`src/rtl/dec_bist_pkg.sv`:
```
package dec_bist_pkg;
  typedef enum logic {
    ST_IDLE = 1'b0,
    ST_RUN  = 1'b1
  } seq_st_e;
endpackage

```
`src/rtl/dec_bist_seq.sv`:
```
module dec_bist_seq
  import dec_bist_pkg::*;
#(
  parameter int SEL_W = 3
) (
  input  logic             clk_i,
  input  logic             rst_ni,
  input  logic             start_i,
  output logic             busy_o,
  output logic             done_o,
  output logic             start_acc_o,
  output logic [SEL_W-1:0] code_o
);
  localparam logic [SEL_W-1:0] LAST = '1;

  seq_st_e          st_q;
  logic [SEL_W-1:0] cnt_q;
  logic             done_q;

  assign start_acc_o = start_i && (st_q == ST_IDLE);

  always_ff @(posedge clk_i or negedge rst_ni) begin
    if (!rst_ni) begin
      st_q   <= ST_IDLE;
      cnt_q  <= '0;
      done_q <= 1'b0;
    end else begin
      case (st_q)
        ST_IDLE: if (start_i) begin
          st_q   <= ST_RUN;
          cnt_q  <= '0;
          done_q <= 1'b0;
        end
        default: if (cnt_q == LAST) begin
          st_q   <= ST_IDLE;
          done_q <= 1'b1;
        end else begin
          cnt_q <= cnt_q + 1'b1;
        end
      endcase
    end
  end

  assign busy_o = (st_q == ST_RUN);
  assign done_o = done_q;
  assign code_o = cnt_q;
endmodule

```
`src/rtl/dec_bist_dut.sv`:
```
module dec_bist_dut #(
  parameter int SEL_W = 3,
  localparam int OUT_N = 1 << SEL_W
) (
  input  logic [SEL_W-1:0] sel_i,
  input  logic [OUT_N-1:0] flt_en_i,
  input  logic [OUT_N-1:0] flt_val_i,
  output logic [OUT_N-1:0] dec_o
);
  for (genvar k = 0; k < OUT_N; k++) begin : g_out
    logic hit;
    assign hit      = (sel_i == SEL_W'(k));
    assign dec_o[k] = flt_en_i[k] ? flt_val_i[k] : hit;
  end
endmodule

```
`src/rtl/dec_bist_par.sv`:
```
module dec_bist_par #(
  parameter int WORD_W = 8
) (
  input  logic [WORD_W-1:0] word_i,
  output logic              err_o
);
  // odd parity means pass
  assign err_o = ~(^word_i);
endmodule

```
`src/rtl/dec_bist.sv`:
```
module dec_bist #(
  parameter int SEL_W = 3,
  localparam int OUT_N = 1 << SEL_W
) (
  input  logic             clk_i,
  input  logic             rst_ni,
  input  logic             start_i,
  input  logic [OUT_N-1:0] flt_en_i,
  input  logic [OUT_N-1:0] flt_val_i,
  output logic             busy_o,
  output logic             done_o,
  output logic             fail_o,
  output logic [SEL_W-1:0] fail_code_o,
  output logic [SEL_W-1:0] code_o,
  output logic [OUT_N-1:0] dec_o,
  output logic             par_err_o
);
  logic             start_acc;
  logic             fail_q;
  logic [SEL_W-1:0] fail_code_q;

  dec_bist_seq #(.SEL_W(SEL_W)) u_seq (
    .clk_i       (clk_i),
    .rst_ni      (rst_ni),
    .start_i     (start_i),
    .busy_o      (busy_o),
    .done_o      (done_o),
    .start_acc_o (start_acc),
    .code_o      (code_o)
  );

  dec_bist_dut #(.SEL_W(SEL_W)) u_dut (
    .sel_i     (code_o),
    .flt_en_i  (flt_en_i),
    .flt_val_i (flt_val_i),
    .dec_o     (dec_o)
  );

  dec_bist_par #(.WORD_W(OUT_N)) u_par (
    .word_i (dec_o),
    .err_o  (par_err_o)
  );

  always_ff @(posedge clk_i or negedge rst_ni) begin
    if (!rst_ni) begin
      fail_q      <= 1'b0;
      fail_code_q <= '0;
    end else if (start_acc) begin
      fail_q      <= 1'b0;
      fail_code_q <= '0;
    end else if (busy_o && par_err_o && !fail_q) begin
      fail_q      <= 1'b1;
      fail_code_q <= code_o;
    end
  end

  assign fail_o      = fail_q;
  assign fail_code_o = fail_code_q;
endmodule

```
`config.mk`:
```
export PLATFORM = sky130hd
export DESIGN_NAME = dec_bist
export DESIGN_NICKNAME = d
export VERILOG_FILES = /design/src/rtl/dec_bist_pkg.sv /design/src/rtl/dec_bist_seq.sv /design/src/rtl/dec_bist_dut.sv /design/src/rtl/dec_bist_par.sv /design/src/rtl/dec_bist.sv
export SDC_FILE = /design/constraint.sdc
export NUM_CORES = 1
export LEC_CHECK = 0
export BUFFER_PORTS_ARGS = -buffer_cell sky130_fd_sc_hd__buf_4
export CORE_AREA = 2 2 46 48
export DETAILED_ROUTE_END_ITERATION = 12
export DIE_AREA = 0 0 48 50
export GPL_TIMING_DRIVEN = 0
export HOLD_SLACK_MARGIN = 0.1
export PLACE_DENSITY = 0.75
export SLEW_MARGIN = 20
export SYNTH_ARGS = -nofsm -noshare
export SYNTH_HDL_FRONTEND = slang
export SYNTH_SLANG_ARGS = --single-unit
```
`constraint.sdc`:
```
create_clock -name clk_i -period 3.6 [get_ports clk_i]
set_input_delay 0.36 -clock clk_i [delete_from_list [all_inputs] [get_ports clk_i]]
set_output_delay 0.36 -clock clk_i [all_outputs]
set_load 0.05 [all_outputs]
```
# Word level (Yosys, flattened, before mapping)
# Index checks and enable logic that the tools add are counted.
[totals]
register_bits = 9
inputBits = 19
output_inout_bits = 18
elab_cells = 48
[classes]
add_sub_neg = 1
n_eq_ne = 9
n_mux = 21
bitwise = 2
reduce_logical = 10
[ops]
columns = ["op", "count"]
rows = [
  ["2-to-1 mux 1 bit", 16],
  ["2-to-1 mux 3 bit", 5],
  ["equality test 3 bit, second input constant", 4],
  ["XOR reduction 8 bit", 1],
  ["equality test 3 x 2 -> 1 bit, second input constant", 2],
  ["AND reduction 2 bit", 2],
  ["nonzero test 2 bit", 2],
  ["adder 3 x 1 -> 3 bit, second input constant", 1],
  ["equality test 3 x 1 -> 1 bit, second input constant", 1],
  ["logical AND 1 bit", 3],
  ["logical NOT 3 bit", 1],
  ["inequality test 2 x 1 -> 1 bit, second input constant", 1],
  ["inequality test 2 bit, second input constant", 1],
  ["NOT 1 bit", 2],
  ["logical NOT 1 bit", 1],
]

# Depth between registers and ports, before layout
[logic_depth]
word_depth = 8
depth_mapped = 9
ltp_nobuf = 8

# Hierarchy
# Synthesis repeated with hierarchy kept, for this count alone.
[unflattened]
cells_unflattened = 67
hier_area_um2 = 643.1
[by_module_without_submodules]
columns = ["mod", "instances", "cells_each", "area_each_um2", "seq_area_each_um2"]
rows = [
  ["dec_bist_seq", 1, 22, 265.3, 125.1],
  ["dec_bist", 1, 17, 196.4, 100.1],
  ["dec_bist_dut", 1, 21, 120.1, 0.0],
  ["dec_bist_par", 1, 7, 61.3, 0.0],
]

# Worst setup path after synthesis
# No wires, ideal clock.
[synth_timing]
kind = "reg2out"
start = "register u_seq.cnt_q[0] (netlist: u_seq.code_o[0])"
end = "output port par_err_o"
arrival_time_ns = 3.383
required_ns = 3.240
slack_ns = -0.143
path_stages_with_launch = 8
n_path_buf = 0
path_cell_list = "dfrtp_1 -> inv_1 -> ha_1 -> nand2_1 -> o21ai_1 -> xor3_1 -> xnor2_1 -> xnor2_1"
[synth_between]
elab_chain_len = 4
word_cells_on_any_way = 18
classes_between = "7 x eq/ne; 8 x mux; 1 x bitwise; 2 x reduce/logical"
[synth_lines]
columns = ["element", "line_no", "rtl"]
rows = [
  ["from (decl)", "dec_bist_seq.sv:17", "logic [SEL_W-1:0] cnt_q;"],
  ["from (signal assigned)", "dec_bist_seq.sv:38", "cnt_q <= cnt_q + 1'b1;"],
  ["equality test 3 bit", "dec_bist_dut.sv:12", "assign hit = (sel_i == SEL_W'(k));"],
  ["2-to-1 mux 1 bit", "dec_bist_dut.sv:13", "assign dec_o[k] = flt_en_i[k] ? flt_val_i[k] : hit;"],
  ["net dec_o[4]", "dec_bist.sv:15", "output logic [OUT_N-1:0] dec_o,"],
  ["XOR reduction 8 bit", "dec_bist_par.sv:8", "assign err_o = ~(^word_i);"],
  ["NOT 1 bit", "dec_bist_par.sv:8", ""],
  ["to (decl)", "dec_bist.sv:16", "output logic par_err_o"],
]
# The timed path passes the listed nets, and every way through them passes these cells.

# Final worst setup path
[layout_timing]
start = "register u_seq.cnt_q[0] (netlist: u_seq.code_o[0])"
end = "output port par_err_o"
[layout_between]
elab_chain_len = 4
word_cells_on_any_way = 18
classes_between = "7 x eq/ne; 8 x mux; 1 x bitwise; 2 x reduce/logical"
[layout_lines]
columns = ["element", "line_no"]
rows = [
  ["equality test 3 x 1 -> 1 bit, or another cell as far along", "dec_bist_dut.sv:12"],
  ["2-to-1 mux 1 bit", "dec_bist_dut.sv:13"],
  ["XOR reduction 8 bit *", "dec_bist_par.sv:8"],
  ["NOT 1 bit *", "dec_bist_par.sv:8"],
]
# Mark *: on every way between the ends. The rest lies on a longest branch, timed or not.

==> summary.md <==
| Metric | Value |
|---|---|
| Clock latency on the worst-skew pair | `0.26 ns` |
| FILL cells | `188` |
| IR Drop Worst-Case VDD | `0.594 mV` |
| Critical Path AT | `2.69 ns` |
| Layout Skew | `0.00516 ns` |
| Syn avg cell area | `8.75 sq um` |
| Clock Root Buffer | `clkbuf_4` |
| RSZ-0062 raised after global routing | `no` |
| Worst path depth | `8` |
| Post-Syn Instances | `94` |
| Post-synthesis sequential area ratio | `0.274` |
| Fin. Hold Viols | `0` |
| H-tree levels | `1` |
| # hold bufs at CTS | `1` |
| DR iter-0 viols | `6` |
| Number of distinct library cells after synthesis | `34` |
| Peak per-stage delay on the critical path | `0.45 ns` |
| Initial antenna violation count | `0` |
| Max Fclk | `327 MHz` |
| Required time of the critical path | `3.24 ns` |
| Final WL | `1920 microns` |
| Ports | `37` |
| Placed insts | `157` |
| Post-CTS setup repair buffer count | `0` |
| Leak Pwr | `0.594 nW` |
| TritonRoute pass-1 iters | `3` |
| Max Slew Vio Count | `0` |
| Crit end category | `primary output` |
| Delay-heaviest family, CP | `XOR/XNOR gates` |
| Clock share of power | `0.069` |
| Min Tclk post-route | `3.05 ns` |
| Crit path kind | `reg -> out` |
| Via count | `849` |
| Rel. slew slack | `0.721` |
| Cell Rows | `16` |
| Power per Cell Area | `975 nW/um^2` |
| Setup TNS | `0 ns` |
| Worst-path fanout max | `6` |
| Die H | `50 microns` |
| Core area | `1900 sq um` |
| Reg power frac | `0.179` |
| Post-DP Area | `1130 sq um` |
| Max Cap Viol | `0` |
| Nets | `161` |
| Global-route wire length before repair | `3050 microns` |
| Cell area after synthesis | `822 sq um` |
| RD Place Congestion | `0.776` |
| Slew @ Worst Pin | `0.415 ns` |
| Cell mode on critical path | `ha_1` |
| Vias in the first global route | `746` |
| Antenna-violating nets left | `0` |
| CTS Buffer Depth | `2` |
| Startpoint types | `register` |
| Pint | `0.500 mW` |
| Layout cells sized above 1 | `0.370` |
| Setup-failing EPs final | `0` |
| Congestion Overflow GR | `0` |
| GRT Resource Usage Total | `0.180` |
| Inserted Clock Buffers | `3` |
| WP buf/inv | `1` |
| Worst R2R Path Depth | `8` |
| Largest net degree at the start of global routing | `11` |
| Clock transition at path regs | `0.06 ns` |
| Area growth syn-to-layout | `42.3%` |
| DP Wirelength | `1550 microns` |
| Synth Register Bits | `9` |
| Starting density of the core | `0.432` |
| Antenna Diode Count | `0` |
| Net Sw Frac | `0.562` |
| Clock sink count | `9` |
| IO Port Bufs | `36` |
| Hold Path Stages | `2` |
| Status | `complete, no violations` |
| CTS-repair resized insts | `0` |
| Die ar. | `2400 sq um` |
| Final Cell Area | `1170 sq um` |
| Combinational Power Share | `0.752` |
| Post-route DRC | `0` |
| Synth warnings | `0` |
| Die width | `48 microns` |
| Post-Syn Nets | `119` |
| DR WL/cell | `11.8 microns` |
| Final period util | `0.849` |
| Number of vias per cell | `5.24` |
| Fin cells | `162` |
| Critical Path, Cell by Cell | `ha_1 -> ha_1 -> mux2_2 -> xor2_1 -> xor3_1 -> xnor2_1 -> xnor2_2 -> buf_4` |
| Worst Hold Class | `in -> reg` |
| CTS tree | `yes` |
| Switch Pwr | `0.641 mW` |
| Slowest-stage cell, CP | `dfrtp_1` |
power groups by stage:
stage,Clock (mW),Sequential [mW],Combinational [mW]
after floorplan,0,0.356,0.481
after global placement,0,0.205,0.849
after detailed placement,0,0.207,0.859
after CTS,0.0797,0.205,0.864
after global routing,0.0886,0.213,0.919
final,0.0793,0.204,0.857
metal layers:
metal,part of all wire,wire length (microns),track usage,vias up
met5,0,0,0,-
met4,0.022,42,0.0946,0
met3,0.061,117,0.0220,4
met2,0.49,937,0.291,29
met1,0.43,818,0.223,398
li1,-,-,-,418
flip-flops by register name, indices dropped and copies added, names as in the netlist:
name	count
fail_code_o	3
fail_o	1
u_seq.busy_o	1
u_seq.code_o	3
u_seq.done_o	1
per-stage QoR:
step	hold slack, ns	total power [mW]	utilization	setup slack (ns)
after detailed placement	0.192	1.07	0.596	0.705
final	0.303	1.14	0.615	0.545
after global placement	0.187	1.05	0.596	0.736
after floorplan	0.0644	0.838	-	0.173
after global routing	0.303	1.22	0.615	0.401
after CTS	0.301	1.15	0.615	0.505
layout by cell type, fill, tap and decap left out, drive strengths merged, types with 4 or more instances in the layout:
cell type  instances
dfrtp              9
xnor2              4
inv                9
clkbuf             5
o21ai              5
ha                 6
nor2               4
nand2             17
buf               37
a21oi              6
path summary, 6_finish.rpt:
path / slack [ns] / start / endpoint
hold reg to reg: 0.53 / fail_code_o[2]$_DFFE_PN0P_ / fail_code_o[2]$_DFFE_PN0P_
setup / recovery: 0.55 / u_seq.code_o[0]$_DFFE_PN0P_ / par_err_o
min in group asynchronous: 0.44 / rst_ni / fail_code_o[1]$_DFFE_PN0P_
hold / removal: 0.30 / start_i / u_seq.code_o[0]$_DFFE_PN0P_
setup reg to reg: 0.69 / u_seq.code_o[0]$_DFFE_PN0P_ / fail_code_o[0]$_DFFE_PN0P_
max in group asynchronous: 3.02 / rst_ni / u_seq.code_o[0]$_DFFE_PN0P_
cell type report:
cell class,count,area (sq um),area share
tap,27,33.8,0.0289
timing repair buffer,37,280,0.240
buffer,2,11.3,0.00963
multi-input combinational,74,559,0.478
sequential,9,225,0.193
inverter,9,33.8,0.0289
clock buffer,4,26.3,0.0225
kinds of logic (layout without fill, tap and decap cells):
logic type | count (synthesis) | in the layout | share of synthesized area
multiplexers | 3 | 3 | 0.0396
XOR/XNOR | 7 | 7 | 0.0928
AO/OA/AOI/OAI | 22 | 22 | 0.199
adder cells (fa/ha/maj) | 6 | 6 | 0.0913
flip-flops | 9 | 9 | 0.274
AND/OR/NAND/NOR | 36 | 36 | 0.248
buffers and inverters | 11 | 52 | 0.0548
synth_stat cells:
| master | n | area share |
|---|---|---|
| a21o_1 | 1 | 0.0091 |
| a21oi_1 | 6 | 0.037 |
| a22o_1 | 1 | 0.011 |
| a311oi_4 | 1 | 0.032 |
| a41o_1 | 3 | 0.037 |
| and2b_1 | 1 | 0.0091 |
| and3_2 | 1 | 0.0091 |
| and3b_1 | 1 | 0.011 |
| buf_4 | 1 | 0.0091 |
| clkbuf_1 | 1 | 0.0046 |
| dfrtp_1 | 9 | 0.27 |
| ha_1 | 6 | 0.091 |
| inv_1 | 8 | 0.037 |
| inv_2 | 1 | 0.0046 |
| mux2_2 | 2 | 0.027 |
| mux2i_1 | 1 | 0.012 |
| nand2_1 | 17 | 0.078 |
| nand3b_1 | 2 | 0.018 |
| nand4_1 | 2 | 0.015 |
| nor2_1 | 4 | 0.018 |
| nor2b_1 | 1 | 0.0076 |
| nor3b_1 | 2 | 0.018 |
| o211ai_1 | 3 | 0.027 |
| o21ai_0 | 4 | 0.024 |
| o21ai_1 | 1 | 0.0061 |
| o22ai_1 | 1 | 0.0076 |
| o31ai_1 | 1 | 0.0091 |
| or4_1 | 1 | 0.0091 |
| or4_4 | 1 | 0.014 |
| or4b_2 | 2 | 0.024 |
| or4b_4 | 1 | 0.017 |
| xnor2_1 | 4 | 0.043 |
| xor2_1 | 2 | 0.021 |
| xor3_1 | 1 | 0.029 |
Power figures use the tool's default switching activity.
